--- src/rtl/fvlv_pkg.sv ---
package fvlv_pkg;
  // Offsets of the timing equations; all lengths are in pixel clocks.
  localparam int unsigned LINE_OFS     = 7;    // active clocks = (width - LINE_OFS) * 2
  localparam int unsigned HBLANK_OFS   = 121;  // h-blank = (hblank + HBLANK_OFS) * 2
  localparam int unsigned LEAD_OFS     = 112;  // fv lead = (hblank + LEAD_OFS) * 2
  localparam int unsigned ROW_OFS      = 114;  // row = (width + hblank + ROW_OFS) * 2
  localparam int unsigned TAIL_CLKS    = 14;   // fv tail after last pixel
  localparam int unsigned ROWS_OFS     = 7;    // active rows = rows - ROWS_OFS
  localparam int unsigned FRAME_ROW_ADD = 2;   // frame rows = rows + vblank + FRAME_ROW_ADD

  typedef struct packed {
    logic [15:0] rows;
    logic [15:0] width;
    logic [15:0] hblank;
    logic [15:0] vblank;
    logic [15:0] integ;
  } cfg_words_t;
endpackage

--- src/rtl/fvlv_shadow.sv ---
module fvlv_shadow #(
  parameter int REG_W = 12
) (
  input  logic             clk,
  input  logic             rst,
  input  logic             load,
  input  logic [REG_W-1:0] in_rows,
  input  logic [REG_W-1:0] in_width,
  input  logic [REG_W-1:0] in_hblank,
  input  logic [REG_W-1:0] in_vblank,
  input  logic [REG_W-1:0] in_integ,
  output logic [REG_W-1:0] sh_rows,
  output logic [REG_W-1:0] sh_width,
  output logic [REG_W-1:0] sh_hblank,
  output logic [REG_W-1:0] sh_vblank,
  output logic [REG_W-1:0] sh_integ
);
  // Configuration is captured during reset and at each frame wrap only.
  always_ff @(posedge clk) begin
    if (rst || load) begin
      sh_rows   <= in_rows;
      sh_width  <= in_width;
      sh_hblank <= in_hblank;
      sh_vblank <= in_vblank;
      sh_integ  <= in_integ;
    end
  end


  shadow_hold_chk: assert property (@(posedge clk) disable iff (rst)
    (!$past(load) && !$past(rst)) |->
      ($stable(sh_rows) && $stable(sh_width) && $stable(sh_hblank) &&
       $stable(sh_vblank) && $stable(sh_integ)));
endmodule

--- src/rtl/fvlv_calc.sv ---
module fvlv_calc
  import fvlv_pkg::*;
#(
  parameter int REG_W = 12,
  parameter int COL_W = REG_W + 3,
  parameter int ROW_W = REG_W + 2
) (
  input  logic [REG_W-1:0] rows,
  input  logic [REG_W-1:0] width,
  input  logic [REG_W-1:0] hblank,
  input  logic [REG_W-1:0] vblank,
  input  logic [REG_W-1:0] integ,
  output logic [COL_W-1:0] act_len,
  output logic [COL_W-1:0] hblank_len,
  output logic [COL_W-1:0] fv_on_col,
  output logic [COL_W-1:0] row_len,
  output logic [ROW_W-1:0] act_rows,
  output logic [ROW_W-1:0] frame_rows
);
  logic [COL_W-1:0] w_c, h_c, lead_len;
  logic [ROW_W-1:0] r_r, v_r, i_r, base_rows;

  always_comb begin
    w_c = COL_W'(width);
    h_c = COL_W'(hblank);
    r_r = ROW_W'(rows);
    v_r = ROW_W'(vblank);
    i_r = ROW_W'(integ);

    act_len    = (w_c - COL_W'(LINE_OFS)) << 1;
    hblank_len = (h_c + COL_W'(HBLANK_OFS)) << 1;
    lead_len   = (h_c + COL_W'(LEAD_OFS)) << 1;
    row_len    = (w_c + h_c + COL_W'(ROW_OFS)) << 1;
    // Blank-first row: frame-valid opens this many clocks into row 0.
    fv_on_col  = hblank_len - lead_len;

    act_rows   = r_r - ROW_W'(ROWS_OFS);
    base_rows  = r_r + v_r + ROW_W'(FRAME_ROW_ADD);
    // Long integration stretches the frame to integ + 1 rows.
    frame_rows = (i_r > base_rows) ? (i_r + ROW_W'(1)) : base_rows;
  end
endmodule

--- src/rtl/fvlv_counters.sv ---
module fvlv_counters #(
  parameter int COL_W = 15,
  parameter int ROW_W = 14
) (
  input  logic             clk,
  input  logic             rst,
  input  logic [COL_W-1:0] row_len,
  input  logic [ROW_W-1:0] frame_rows,
  output logic [COL_W-1:0] col,
  output logic [ROW_W-1:0] row,
  output logic             wrap
);
  logic row_end;

  always_comb begin
    row_end = (col == row_len - COL_W'(1));
    wrap    = row_end && (row == frame_rows - ROW_W'(1));
  end

  always_ff @(posedge clk) begin
    if (rst) begin
      col <= '0;
      row <= '0;
    end else if (row_end) begin
      col <= '0;
      row <= wrap ? '0 : row + ROW_W'(1);
    end else begin
      col <= col + COL_W'(1);
    end
  end


  col_in_range_chk: assert property (@(posedge clk) disable iff (rst)
    col < row_len);

  row_in_range_chk: assert property (@(posedge clk) disable iff (rst)
    row < frame_rows);
endmodule

--- src/rtl/fvlv_decode.sv ---
module fvlv_decode
  import fvlv_pkg::*;
#(
  parameter int COL_W = 15,
  parameter int ROW_W = 14
) (
  input  logic             clk,
  input  logic             rst,
  input  logic [COL_W-1:0] col,
  input  logic [ROW_W-1:0] row,
  input  logic [COL_W-1:0] act_len,
  input  logic [COL_W-1:0] hblank_len,
  input  logic [COL_W-1:0] fv_on_col,
  input  logic [ROW_W-1:0] act_rows,
  output logic             lv,
  output logic             fv,
  output logic             fs,
  output logic [COL_W-1:0] px_col,
  output logic [ROW_W-1:0] px_row
);
  logic             in_act_row, lv_n, fv_n, fs_n;
  logic [COL_W-1:0] act_end;

  always_comb begin
    act_end    = hblank_len + act_len;
    in_act_row = (row < act_rows);
    lv_n       = in_act_row && (col >= hblank_len) && (col < act_end);
    fv_n       = ((row == '0) && (col >= fv_on_col)) ||
                 ((row != '0) && in_act_row) ||
                 ((row == act_rows) && (col < COL_W'(TAIL_CLKS)));
    fs_n       = (row == '0) && (col == '0);
  end

  always_ff @(posedge clk) begin
    if (rst) begin
      lv     <= 1'b0;
      fv     <= 1'b0;
      fs     <= 1'b0;
      px_col <= '0;
      px_row <= '0;
    end else begin
      lv     <= lv_n;
      fv     <= fv_n;
      fs     <= fs_n;
      px_col <= lv_n ? (col - hblank_len) : '0;
      px_row <= lv_n ? row : '0;
    end
  end


  lv_inside_fv_chk: assert property (@(posedge clk) disable iff (rst)
    lv |-> fv);

  fs_single_chk: assert property (@(posedge clk) disable iff (rst)
    fs |=> !fs);

  fs_fv_low_chk: assert property (@(posedge clk) disable iff (rst)
    fs |-> !fv);

  px_step_chk: assert property (@(posedge clk) disable iff (rst)
    (lv && $past(lv)) |-> ((px_col == $past(px_col) + COL_W'(1)) && $stable(px_row)));

  px_idle_zero_chk: assert property (@(posedge clk) disable iff (rst)
    !lv |-> ((px_col == '0) && (px_row == '0)));
endmodule

--- src/rtl/fvlv_timing_gen.sv ---
module fvlv_timing_gen #(
  parameter int REG_W = 12,
  localparam int COL_W = REG_W + 3,
  localparam int ROW_W = REG_W + 2
) (
  input  logic             clk,
  input  logic             rst,
  input  logic [REG_W-1:0] cfg_rows,
  input  logic [REG_W-1:0] cfg_width,
  input  logic [REG_W-1:0] cfg_hblank,
  input  logic [REG_W-1:0] cfg_vblank,
  input  logic [REG_W-1:0] cfg_integ,
  output logic             line_valid,
  output logic             frame_valid,
  output logic             frame_start,
  output logic [COL_W-1:0] pix_col,
  output logic [ROW_W-1:0] pix_row
);
  logic [REG_W-1:0] sh_rows, sh_width, sh_hblank, sh_vblank, sh_integ;
  logic [COL_W-1:0] act_len, hblank_len, fv_on_col, row_len, col;
  logic [ROW_W-1:0] act_rows, frame_rows, row;
  logic             wrap;

  fvlv_shadow #(.REG_W(REG_W)) u_shadow (
    .clk(clk), .rst(rst), .load(wrap),
    .in_rows(cfg_rows), .in_width(cfg_width), .in_hblank(cfg_hblank),
    .in_vblank(cfg_vblank), .in_integ(cfg_integ),
    .sh_rows(sh_rows), .sh_width(sh_width), .sh_hblank(sh_hblank),
    .sh_vblank(sh_vblank), .sh_integ(sh_integ)
  );

  fvlv_calc #(.REG_W(REG_W), .COL_W(COL_W), .ROW_W(ROW_W)) u_calc (
    .rows(sh_rows), .width(sh_width), .hblank(sh_hblank),
    .vblank(sh_vblank), .integ(sh_integ),
    .act_len(act_len), .hblank_len(hblank_len), .fv_on_col(fv_on_col),
    .row_len(row_len), .act_rows(act_rows), .frame_rows(frame_rows)
  );

  fvlv_counters #(.COL_W(COL_W), .ROW_W(ROW_W)) u_cnt (
    .clk(clk), .rst(rst), .row_len(row_len), .frame_rows(frame_rows),
    .col(col), .row(row), .wrap(wrap)
  );

  fvlv_decode #(.COL_W(COL_W), .ROW_W(ROW_W)) u_dec (
    .clk(clk), .rst(rst), .col(col), .row(row),
    .act_len(act_len), .hblank_len(hblank_len), .fv_on_col(fv_on_col),
    .act_rows(act_rows),
    .lv(line_valid), .fv(frame_valid), .fs(frame_start),
    .px_col(pix_col), .px_row(pix_row)
  );
endmodule

--- config.mk ---
export PLATFORM = sky130hd
export DESIGN_NAME = fvlv_timing_gen
export DESIGN_NICKNAME = d
export VERILOG_FILES = /design/src/rtl/fvlv_pkg.sv /design/src/rtl/fvlv_shadow.sv /design/src/rtl/fvlv_calc.sv /design/src/rtl/fvlv_counters.sv /design/src/rtl/fvlv_decode.sv /design/src/rtl/fvlv_timing_gen.sv
export SDC_FILE = /design/constraint.sdc
export NUM_CORES = 1
export LEC_CHECK = 0
export ABC_AREA = 1
export BUFFER_PORTS_ARGS = -buffer_cell sky130_fd_sc_hd__buf_2
export CAP_MARGIN = 25
export CORE_MARGIN = 2
export CORE_UTILIZATION = 65
export DETAILED_ROUTE_END_ITERATION = 10
export GPL_TIMING_DRIVEN = 1
export PLACE_DENSITY = 0.86
export SLEW_MARGIN = 20
export SYNTH_ARGS = -nofsm -noshare
export SYNTH_HDL_FRONTEND = slang
export SYNTH_SLANG_ARGS = --single-unit
--- constraint.sdc ---
create_clock -name clk -period 10.95 [get_ports clk]
set_clock_uncertainty 0.1 [all_clocks]
set_input_delay 2.19 -clock clk [delete_from_list [all_inputs] [get_ports clk]]
set_output_delay 2.19 -clock clk [all_outputs]
set_load 0.02 [all_outputs]
==> summary.md, run 1 <==
| Metric | Value |
|---|---|
| Run status | `finished clean` |
| Synth async-reset ratio | `0%` |
| CP bufs+invs | `7` |
| Finished Layout Cells | `1866` |
| Largest net degree at the start of global routing | `60` |
| RSZ-0062 raised after global routing | `false` |
| Residual DRC count | `0` |
| H-Tree Depth | `4` |
| Initial antenna violation count | `0` |
| Vias | `10450` |
| Antenna fix cells | `0` |
| Startpoint class of the critical path | `register` |
| Congestion Overflow GR | `0` |
| Reg power frac | `29.7%` |
| Crit-path max cell delay | `0.62 ns` |
| Clock Path Buffers | `2` |
| Number of global-route vias before repair | `9573` |
| Sequential share of the synthesized area | `27.67%` |
| PnR Total Power | `0.001710 W` |
| Max-cap violations | `0` |
| Hold_buf cts | `0` |
| Worst setup path category | `register to register` |
| VDD IR max | `114.2 uV` |
| Synth top area cells | `edfxtp_1, ha_1, nand2_1` |
| # IOs | `94` |
| Routability cong. | `0.9703` |
| Synthesized area | `10930 sq um` |
| Pre-CTS setup slack | `4.440 ns` |
| Fmax | `0.1529 GHz` |
| Die H | `133.7 um` |
| Crit-path max FO | `59` |
| Lkg Pwr | `6.232 nW` |
| Warnings, synthesis | `0` |
| DPL Wire Length | `21990 um` |
| Drt total wl | `28120 um` |
| Share of layout cells above drive strength 1 | `11.18%` |
| Die area | `17860 sq um` |
| Hold Crit Class | `register to register` |
| Post-synth EDFFs | `60` |
| Clk_lat worst skew | `0.43 ns` |
| Slew Limit Headroom | `51.96%` |
| Mapped Cells | `1531` |
| Delay-heaviest family, CP | `simple AND/OR/NAND/NOR gates` |
| DR iter-0 viols | `1211` |
| Clock slew at reported path FFs | `0.06 ns` |
| First-pass GRT wire length | `45240 um` |
| IO Port Bufs | `93` |
| Final Cycle Share | `59.74%` |
| Vias per inst | `5.599` |
| Hold Vio Cnt, Final | `0` |
| FF+latch count, synth | `121` |
| Die W | `133.7 um` |
| Primary FF master, synth | `dfxtp_1` |
| Post-CTS setup buffer count | `0` |
| Syn Area/Cell | `7.137 sq um` |
| CTS sink cnt | `121` |
| Setup TNS | `0 ns` |
| Min Tclk post-route | `6.541 ns` |
| Hold Slack | `0.3896 ns` |
| Worst EP required | `10.90 ns` |
| # setup viols final | `0` |
| Pins Over Slew Limit | `0` |
| Fillers | `1310` |
| Combinational power share | `34.9%` |
| Critical path's slowest cell | `buf_4` |
| Post-DRT Antenna Nets | `0` |
| Most frequent cells in the layout | `nand2_1, inv_1, nor2_1, ha_1, nand3_1` |
| Power share of the clock group | `35.4%` |
| Num rows | `47` |
| Synth top area share | `16.49%` |
| Synth cell types | `51` |
| GR Util All Layers | `32.01%` |
| CTS tree | `built` |
| CTS Buf Count | `17` |
| WL per Instance | `15.07 um` |
| Post-synth top area cell | `edfxtp_1` |
| Resize count post-CTS | `0` |
| PwrDens | `139.9 nW/um^2` |
| P&R area growth vs syn | `11.85%` |
| Critical path endpoint category | `register` |
| Clock root buffer | `clkbuf_16` |
| Core area | `16520 sq um` |
| Inst Count DP | `1834` |
| TritonRoute pass-1 iters | `9` |
| Switching Share | `36.89%` |
| WP data arrival | `6.49 ns` |
| Cell-internal power | `0.001079 W` |
| Final worst slack | `4.409 ns` |
| Worst slew pin tran | `0.7206 ns` |
| Syn Nets | `1731` |
| Switch Pwr | `0.0006307 W` |
| Layout net count | `1833` |
| Commonest non-fill, non-tap cell in the layout | `nand2_1` |
| Initial Utilization | `66.12%` |
-- flip-flops by register name (all words and copies together), names as in the netlist --
register and flops:
u_dec.px_row 14, u_shadow.sh_rows 12, u_shadow.sh_width 12, u_shadow.sh_integ 12, u_dec.px_col 15, u_shadow.sh_vblank 12, u_dec.lv 1, u_dec.fv 1
u_shadow.sh_hblank 12, u_cnt.row 14, u_cnt.col 15, u_dec.fs 1
-- cells in the mapped netlist, types with 3 or more instances --
| master | instances |
|---|---|
| a211oi_1 | 5 |
| a21oi_1 | 70 |
| buf_2 | 4 |
| dfxtp_1 | 61 |
| edfxtp_1 | 60 |
| fa_1 | 4 |
| ha_1 | 134 |
| inv_1 | 230 |
| inv_2 | 6 |
| nand2_1 | 382 |
| nand2_2 | 12 |
| nand3_1 | 121 |
| nand3_2 | 6 |
| nand3b_1 | 9 |
| nand4_1 | 30 |
| nor2_1 | 148 |
| nor2_2 | 14 |
| nor2_4 | 4 |
| nor3_1 | 30 |
| nor3b_1 | 4 |
| nor4_1 | 13 |
| o2111ai_1 | 3 |
| o211ai_1 | 3 |
| o21a_1 | 4 |
| o21ai_0 | 34 |
| o21bai_1 | 6 |
| or2_2 | 4 |
| or3_1 | 3 |
| xnor2_1 | 22 |
| xor2_1 | 75 |
-- cells by family (layout without fill, tap and decap cells) --
logic type	Yosys count	in the layout	share of synthesized area, %
AND/OR/NAND/NOR	789	789	32.18
buffers and inverters	247	362	8.886
adder cells (fa/ha/maj)	138	138	16.08
AO/OA/AOI/OAI	138	138	7.271
flip-flops	121	121	27.67
XOR/XNOR	98	98	7.924
-- metal layers --
metal	GRT usage [%]	wire length, um	vias to the layer above
li1	-	-	5219
met2	49.77	12060	457
met4	9.929	703	0
met1	45.56	12890	4700
met5	0	0	-
met3	5.632	2465	71
-- final cells by class --
cell class / count / area, sq um / share of cell area [%]
repair buffers: 94 / 473.0 / 3.870
well taps: 220 / 275.3 / 2.252
multi-input cells: 1163 / 6933 / 56.73
clock inverters: 7 / 67.56 / 0.5528
inverters: 236 / 885.9 / 7.248
flip-flops and latches: 121 / 3023 / 24.73
clock buffers: 25 / 564.3 / 4.617
-- per-stage QoR --
stage / area, sq um / utilization, %
finish: 12220 / 73.96
global route: 12220 / 73.96
CTS: 12220 / 73.96
detailed placement: 11590 / 70.14
global placement: 11590 / 70.14
floorplan: 10930 / -
-- power by group through the flow --
stage	combinational (W)	sequential (W)	clock, W
2_1_floorplan	0.000456	0.000512	0
3_3_place_gp	0.000559	0.000516	0
3_5_place_dp	0.000574	0.000517	0
4_1_cts	0.000583	0.000507	0.000606
5_1_grt	0.000673	0.000509	0.000626
6_report	0.000596	0.000508	0.000606
-- worst paths after layout --
| check | startpoint | slack [ns] | endpoint | cells after the start |
|---|---|---|---|---|
| min reg2reg | u_cnt.col[0]$_SDFF_PP0_ | 0.39 | u_cnt.col[0]$_SDFF_PP0_ | 1 |
| min | u_cnt.col[0]$_SDFF_PP0_ | 0.39 | u_cnt.col[0]$_SDFF_PP0_ | 1 |
| max | u_shadow.sh_rows[1]$_DFFE_PP_ | 4.41 | u_shadow.sh_integ[0]$_DFFE_PP_ | 32 |
| max reg2reg | u_shadow.sh_rows[1]$_DFFE_PP_ | 4.41 | u_shadow.sh_integ[0]$_DFFE_PP_ | 32 |
Power figures use the tool's default switching activity.
==> run 2: changes to the inputs <==
--- a/config.mk
+++ b/config.mk
@@ -5,14 +5,14 @@
 export SDC_FILE = /design/constraint.sdc
 export NUM_CORES = 1
 export LEC_CHECK = 0
-export ABC_AREA = 1
+export ABC_AREA = 0
 export BUFFER_PORTS_ARGS = -buffer_cell sky130_fd_sc_hd__buf_2
 export CAP_MARGIN = 25
 export CORE_MARGIN = 2
-export CORE_UTILIZATION = 65
+export CORE_UTILIZATION = 56
 export DETAILED_ROUTE_END_ITERATION = 10
 export GPL_TIMING_DRIVEN = 1
-export PLACE_DENSITY = 0.86
+export PLACE_DENSITY = 0.79
 export SLEW_MARGIN = 20
 export SYNTH_ARGS = -nofsm -noshare
 export SYNTH_HDL_FRONTEND = slang
==> constraint.sdc (replaced) <==
create_clock -name clk -period 5.55 [get_ports clk]
set_clock_uncertainty 0.1 [all_clocks]
set_input_delay 1.11 -clock clk [delete_from_list [all_inputs] [get_ports clk]]
set_output_delay 1.11 -clock clk [all_outputs]
set_load 0.02 [all_outputs]
==> summary.md, run 2 <==
| Metric | Value |
|---|---|
| Reg power frac | `25.4% (-4.3 points)` |
| Fillers | `1516 (+16%)` |
| Top post-synthesis cells by count | `ha_1, xnor2_1, inv_1, nor2_1, nand2_1` |
| Clock slew at reported path FFs | `0.05 ns (about the same)` |
| Crit-path max cell delay | `0.57 ns (-0.05 ns)` |
| Clk_lat worst skew | `0.42 ns (about the same)` |
| P&R area growth vs syn | `21.54%` |
| Largest net degree at the start of global routing | `32 (-47%)` |
| Commonest non-fill, non-tap cell in the layout | `ha_1` |
| Syn Area/Cell | `8.905 sq um (+25%)` |
| Synth top area cells | `edfxtp_1, ha_1, dfxtp_1` |
| Number of global-route vias before repair | `9919 (+3.6%)` |
| Post-synth EDFFs | `60 (unchanged)` |
| CTS Buf Count | `17 (unchanged)` |
| Hold Vio Cnt, Final | `0 (unchanged)` |
| CTS sink cnt | `121 (unchanged)` |
| Post-DRT Antenna Nets | `0 (unchanged)` |
| Cell-internal power | `0.002603 W (+140%)` |
| Post-synth top area cell | `edfxtp_1` |
| Inst Count DP | `1651 (-10%)` |
| Regs by FF count | `u_cnt.col (15), u_dec.px_col (15)` |
| # IOs | `94 (unchanged)` |
| Startpoint class of the critical path | `register` |
| Post-Layout Inst Area | `13370 sq um (+9.4%)` |
| Clock Path Buffers | `2 (unchanged)` |
| Critical path endpoint category | `register` |
| Min Tclk post-route | `6.603 ns (+0.06191 ns)` |
| Syn Nets | `1435 (-17%)` |
| Clock root buffer | `clkbuf_16` |
| Placed instance area | `12450 sq um (+7.4%)` |
| Synth async-reset ratio | `0% (unchanged)` |
| FF+latch count, synth | `121 (unchanged)` |
| DR iter-0 viols | `715 (-41%)` |
| Finished Layout Cells | `1698 (-9.0%)` |
| Layout net count | `1621 (-12%)` |
| DPL Wire Length | `22970 um (+4.5%)` |
| H-Tree Depth | `4 (unchanged)` |
| Residual DRC count | `0 (unchanged)` |
| Initial antenna violation count | `0 (unchanged)` |
| Final Cycle Share | `119.0% (+59 points)` |
| Most frequent CP cell | `ha_4` |
| Combinational power share | `47.4% (+13 points)` |
| Final worst slack | `-1.053 ns (-5.462 ns)` |
| Hold Crit Class | `register to register` |
| Die W | `144.1 um (+7.8%)` |
| # setup viols final | `74 (+74)` |
| Final core utilization | `68.90% (-5.1 points)` |
| WP data arrival | `6.64 ns (+0.15 ns)` |
| PnR Total Power | `0.004081 W (+140%)` |
| Lkg Pwr | `5.869 nW (-5.8%)` |
| Slew Limit Headroom | `48.55% (-3.4 points)` |
| Worst slew pin tran | `0.7523 ns (+0.03177 ns)` |
| RSZ-0062 raised after global routing | `true` |
| Antenna fix cells | `0 (unchanged)` |
| Synthesized area | `11000 sq um (+0.65%)` |
| Congestion Overflow GR | `0 (unchanged)` |
| Fmax | `0.1514 GHz (-0.94%)` |
| Die H | `144.1 um (+7.8%)` |
| Worst setup path category | `register to register` |
| Sequential share of the synthesized area | `27.49% (-0.18 points)` |
| Hold Slack | `0.3783 ns (-0.01133 ns)` |
| Warnings, synthesis | `0 (unchanged)` |
| Failing checks | `setup timing` |
| Most frequent cells in the layout | `ha_1, buf_4, buf_2, xnor2_1, inv_1` |
| Routability cong. | `0.9324 (-3.9%)` |
| WL per Instance | `17.66 um (+17%)` |
| Top-count cell post-synth | `ha_1` |
| Num rows | `51 (+8.5%)` |
| Synth top area share | `16.38% (-0.11 points)` |
| PwrDens | `305.3 nW/um^2 (+120%)` |
| Vias | `10300 (-1.4%)` |
| Share of layout cells above drive strength 1 | `20.59% (+9.4 points)` |
| Register-to-Register Path Depth | `33 (+3.1%)` |
| Die area | `20780 sq um (+16%)` |
| Power share of the clock group | `27.3% (-8.1 points)` |
| VDD IR max | `220.7 uV (+93%)` |
| Initial Utilization | `56.70% (-9.4 points)` |
| Pins Over Slew Limit | `0 (unchanged)` |
| Max-cap violations | `0 (unchanged)` |
| Hold path depth | `1 (unchanged)` |
| Run status | `complete, but fails checks` |
| CTS tree | `built` |
| IO Port Bufs | `93 (unchanged)` |
| Mapped Cells | `1235 (-19%)` |
| GR Util All Layers | `29.50% (-2.5 points)` |
| Primary FF master, synth | `dfxtp_1` |
| Drt total wl | `29980 um (+6.6%)` |
| Switch Pwr | `0.001478 W (+130%)` |
| Crit-path max FO | `8 (-86%)` |
| TritonRoute pass-1 iters | `7 (-2)` |
| Critical path's slowest cell | `or4_4` |
| Synth cell types | `96 (+88%)` |
| Worst EP required | `5.58 ns (-5.32 ns)` |
| First-pass GRT wire length | `48700 um (+7.6%)` |
| Vias per inst | `6.065 (+8.3%)` |
| Switching Share | `36.22% (-0.67 points)` |
| Core area | `19400 sq um (+17%)` |
## run 2: cell count changes after synthesis, sizes merged, moves of 17 or more
cell / previous run / this run
and3: 0 / 19
o21a: 4 / 28
xor2: 76 / 50
xnor2: 22 / 90
nand2: 396 / 67
nand2b: 0 / 17
nor2: 166 / 69
clkbuf: 2 / 23
nand3: 128 / 43
nor3: 30 / 63
inv: 236 / 89
a21o: 2 / 21
## run 2: layer usage
layer  vias to the layer above  wire [um]  GRT usage [%]
met1                      4821      13300          40.59
met2                       453      13510          47.39
met4                         0        724          9.351
li1                       4959          -              -
met5                         -          0              0
met3                        65       2449          5.132
## run 2: final cells by class
cell class / instances / area [sq um] / area share (%)
repair buffers: 201 / 1366 / 10.22
clock inverters: 6 / 58.81 / 0.4400
well taps: 265 / 331.6 / 2.481
inverters: 89 / 336.6 / 2.518
multi-input cells: 991 / 7711 / 57.69
clock buffers: 25 / 539.3 / 4.034
flip-flops and latches: 121 / 3023 / 22.62
## run 2: repair_timing
item                       4_1_cts  5_1_grt
pin swaps                        3       20
setup buffers                   13        4
setup endpoints to repair       77      104
hold buffers                     0        0
resized for setup               22       16
gates cloned                     3        0
hold endpoints to repair         0        0
## run 2: through the flow
stage / setup TNS [ns] / setup WS [ns]
final: -71.03 / -1.053
after global routing: -98.28 / -1.353
after CTS: -62.73 / -0.9296
after detailed placement: -65.95 / -0.9794
after global placement: -41.20 / -0.6459
after floorplan: -79.11 / -1.181
## run 2: logic make-up after synthesis
group / count (synthesis) / synth area share [%]
AND/OR/NAND/NOR: 400 / 19.42
AO/OA/AOI/OAI: 295 / 19.35
XOR/XNOR: 143 / 11.84
adder cells (fa/ha/maj): 138 / 15.97
buffers and inverters: 123 / 4.403
flip-flops: 121 / 27.49
multiplexers: 15 / 1.524
## run 2: path summary, 6_finish.rpt
path,startpoint,end,slack [ns]
worst min register to register,u_cnt.col[0]$_SDFF_PP0_,u_cnt.col[0]$_SDFF_PP0_,0.38
worst min-delay path,u_cnt.col[0]$_SDFF_PP0_,u_cnt.col[0]$_SDFF_PP0_,0.38
worst max register to register,u_shadow.sh_rows[1]$_DFFE_PP_,u_shadow.sh_integ[11]$_DFFE_PP_,-1.05
worst max-delay path,u_shadow.sh_rows[1]$_DFFE_PP_,u_shadow.sh_integ[11]$_DFFE_PP_,-1.05
## run 2: power groups by stage
stage	clock network, W	logic [W]	registers [W]
3_5_place_dp	0	0.00180	0.00105
5_1_grt	0.00116	0.00211	0.00104
2_1_floorplan	0	0.00131	0.00104
6_report	0.00111	0.00193	0.00103
4_1_cts	0.00112	0.00188	0.00103
3_3_place_gp	0	0.00175	0.00105
## run 2: worst max-delay path: cells and delay by family, from the launching register on
family | cells | cell delay (ns)
compound gates | 10 | 2.25
simple gates | 8 | 1.46
fa+ha+maj | 5 | 1.06
buf+inv | 7 | 0.64
flops | 1 | 0.36
xor+xnor | 2 | 0.32
mux | 1 | 0.13
==> run 3: changes to the inputs <==
--- a/config.mk
+++ b/config.mk
@@ -13,6 +13,7 @@
 export DETAILED_ROUTE_END_ITERATION = 10
 export GPL_TIMING_DRIVEN = 1
 export PLACE_DENSITY = 0.79
+export SKIP_CTS_REPAIR_TIMING = 1
 export SLEW_MARGIN = 20
 export SYNTH_ARGS = -nofsm -noshare
 export SYNTH_HDL_FRONTEND = slang
==> summary.md, run 3 (synthesis results as in run 2) <==
| Metric | Value |
|---|---|
| Worst setup path category | `register to register` |
| Fmax | `0.1508 GHz (-0.45%)` |
| Startpoint class of the critical path | `register` |
| Clock Path Buffers | `2 (unchanged)` |
| Vias per inst | `6.002 (-1.0%)` |
| Antenna fix cells | `0 (unchanged)` |
| IO Port Bufs | `93 (unchanged)` |
| Vias | `10140 (-1.5%)` |
| Failing checks | `setup timing` |
| Largest net degree at the start of global routing | `32 (unchanged)` |
| Initial Utilization | `56.70% (unchanged)` |
| Die H | `144.1 um (unchanged)` |
| Clk_lat worst skew | `0.42 ns (about the same)` |
| Core area | `19400 sq um (unchanged)` |
| Number of global-route vias before repair | `9762 (-1.6%)` |
| P&R area growth vs syn | `20.24%` |
| Fillers | `1538 (+1.5%)` |
| Congestion Overflow GR | `0 (unchanged)` |
| WL per Instance | `17.46 um (-1.1%)` |
| Final worst slack | `-1.083 ns (-0.02962 ns)` |
| Num rows | `51 (unchanged)` |
| Commonest non-fill, non-tap cell in the layout | `ha_1` |
| CTS tree | `built` |
| Initial antenna violation count | `0 (unchanged)` |
| PwrDens | `305.7 nW/um^2 (+0.14%)` |
| Crit-path max FO | `8 (unchanged)` |
| DR iter-0 viols | `718 (+0.42%)` |
| Critical path endpoint category | `register` |
| CTS Buf Count | `17 (unchanged)` |
| WP data arrival | `6.67 ns (+0.03 ns)` |
| First-pass GRT wire length | `47890 um (-1.7%)` |
| Die area | `20780 sq um (unchanged)` |
| Slew Limit Headroom | `49.76% (+1.2 points)` |
| Run status | `complete, but fails checks` |
| Regs by FF count | `u_cnt.col (15), u_dec.px_col (15)` |
| Max-cap violations | `0 (unchanged)` |
| Most frequent cells in the layout | `ha_1, buf_2, buf_4, xnor2_1, inv_1` |
| # setup viols final | `74 (unchanged)` |
| Worst slew pin tran | `0.7346 ns (-0.01770 ns)` |
| VDD IR max | `223.8 uV (+1.4%)` |
| Worst EP required | `5.59 ns (about the same)` |
| Drt total wl | `29500 um (-1.6%)` |
| Post-DRT Antenna Nets | `0 (unchanged)` |
| Routability cong. | `0.9324 (unchanged)` |
| Share of layout cells above drive strength 1 | `19.79% (-0.80 points)` |
| Final Cycle Share | `119.5% (+0.53 points)` |
| Clock slew at reported path FFs | `0.06 ns (about the same)` |
| DPL Wire Length | `22970 um (unchanged)` |
| Residual DRC count | `0 (unchanged)` |
| TritonRoute pass-1 iters | `5 (-2)` |
| Hold Slack | `0.3783 ns (+0.00003500 ns)` |
| Min Tclk post-route | `6.633 ns (+0.02962 ns)` |
| GR Util All Layers | `29.02% (-0.49 points)` |
| Hold Vio Cnt, Final | `0 (unchanged)` |
| H-Tree Depth | `4 (unchanged)` |
| # IOs | `94 (unchanged)` |
| CTS sink cnt | `121 (unchanged)` |
| Lkg Pwr | `5.816 nW (-0.91%)` |
| Pins Over Slew Limit | `0 (unchanged)` |
| Die W | `144.1 um (unchanged)` |
| Layout net count | `1613 (-0.49%)` |
| RSZ-0062 raised after global routing | `true` |
| Clock root buffer | `clkbuf_16` |
| Hold Crit Class | `register to register` |
| Pre-CTS setup slack | `-0.9794 ns (unchanged)` |
run 3: per-layer routing:
| layer | part of all wire (%) | up-vias | GRT usage, % |
|---|---|---|---|
| met1 | 46 | 4717 | 40.84 |
| met2 | 45 | 410 | 46.04 |
| met3 | 7.1 | 60 | 4.305 |
| met5 | 0 | - | 0 |
| li1 | - | 4957 | - |
| met4 | 2.2 | 0 | 9.249 |
run 3: final cells by class:
class / count / area, sq um / area share [%]
multi-input combinational: 991 / 7661 / 57.93
sequential: 121 / 3023 / 22.86
timing repair buffer: 193 / 1274 / 9.632
clock buffer: 25 / 539.3 / 4.078
inverter: 89 / 336.6 / 2.545
tap: 265 / 331.6 / 2.507
clock inverter: 6 / 58.81 / 0.4447
run 3: per-stage QoR:
step	instance area (sq um)	setup TNS, ns	cells	util, %	power, W
floorplan	11120	-79.11	1235	-	0.002340
global placement	12450	-41.20	1651	64.20	0.002795
detailed placement	12450	-65.95	1651	64.20	0.002853
CTS	13050	-68.26	1682	67.28	0.003977
global route	13220	-99.58	1690	68.17	0.004280
finish	13220	-73.99	1690	68.17	0.004043
run 3: worst paths after layout:
kind,startpoint,depth (start not counted),slack (ns),endpoint
setup / recovery,u_shadow.sh_rows[2]$_DFFE_PP_,26,-1.08,u_shadow.sh_hblank[6]$_DFFE_PP_
hold / removal,u_cnt.col[0]$_SDFF_PP0_,1,0.38,u_cnt.col[0]$_SDFF_PP0_
setup reg to reg,u_shadow.sh_rows[2]$_DFFE_PP_,26,-1.08,u_shadow.sh_hblank[6]$_DFFE_PP_
hold reg to reg,u_cnt.col[0]$_SDFF_PP0_,1,0.38,u_cnt.col[0]$_SDFF_PP0_
run 3: critical path, cell delays in order, from the launching register on:
cell and delay, ns:
edfxtp_1 0.39, ha_1 0.33, ha_1 0.33, a211o_1 0.32
a211oi_2 0.26, xor2_1 0.25, ha_1 0.29, o21ai_1 0.14
nor2_1 0.07, nand4bb_1 0.24, a31o_4 0.28, a22oi_2 0.20
o32a_1 0.29, a31o_4 0.20, nor2_2 0.03, a21oi_1 0.14
ha_2 0.21, nand2_2 0.06, nor4_2 0.14, o22ai_1 0.13
xnor2_1 0.15, mux2i_1 0.21, xnor2_1 0.09, or4_4 0.58
a2111oi_4 0.39, or2_4 0.32, clkbuf_16 0.20
run 3: power breakdown:
group          internal, W  switching (W)
clock             0.000715       0.000401
combinational     0.000884        0.00101
sequential        0.000983      0.0000510
total              0.00258        0.00146
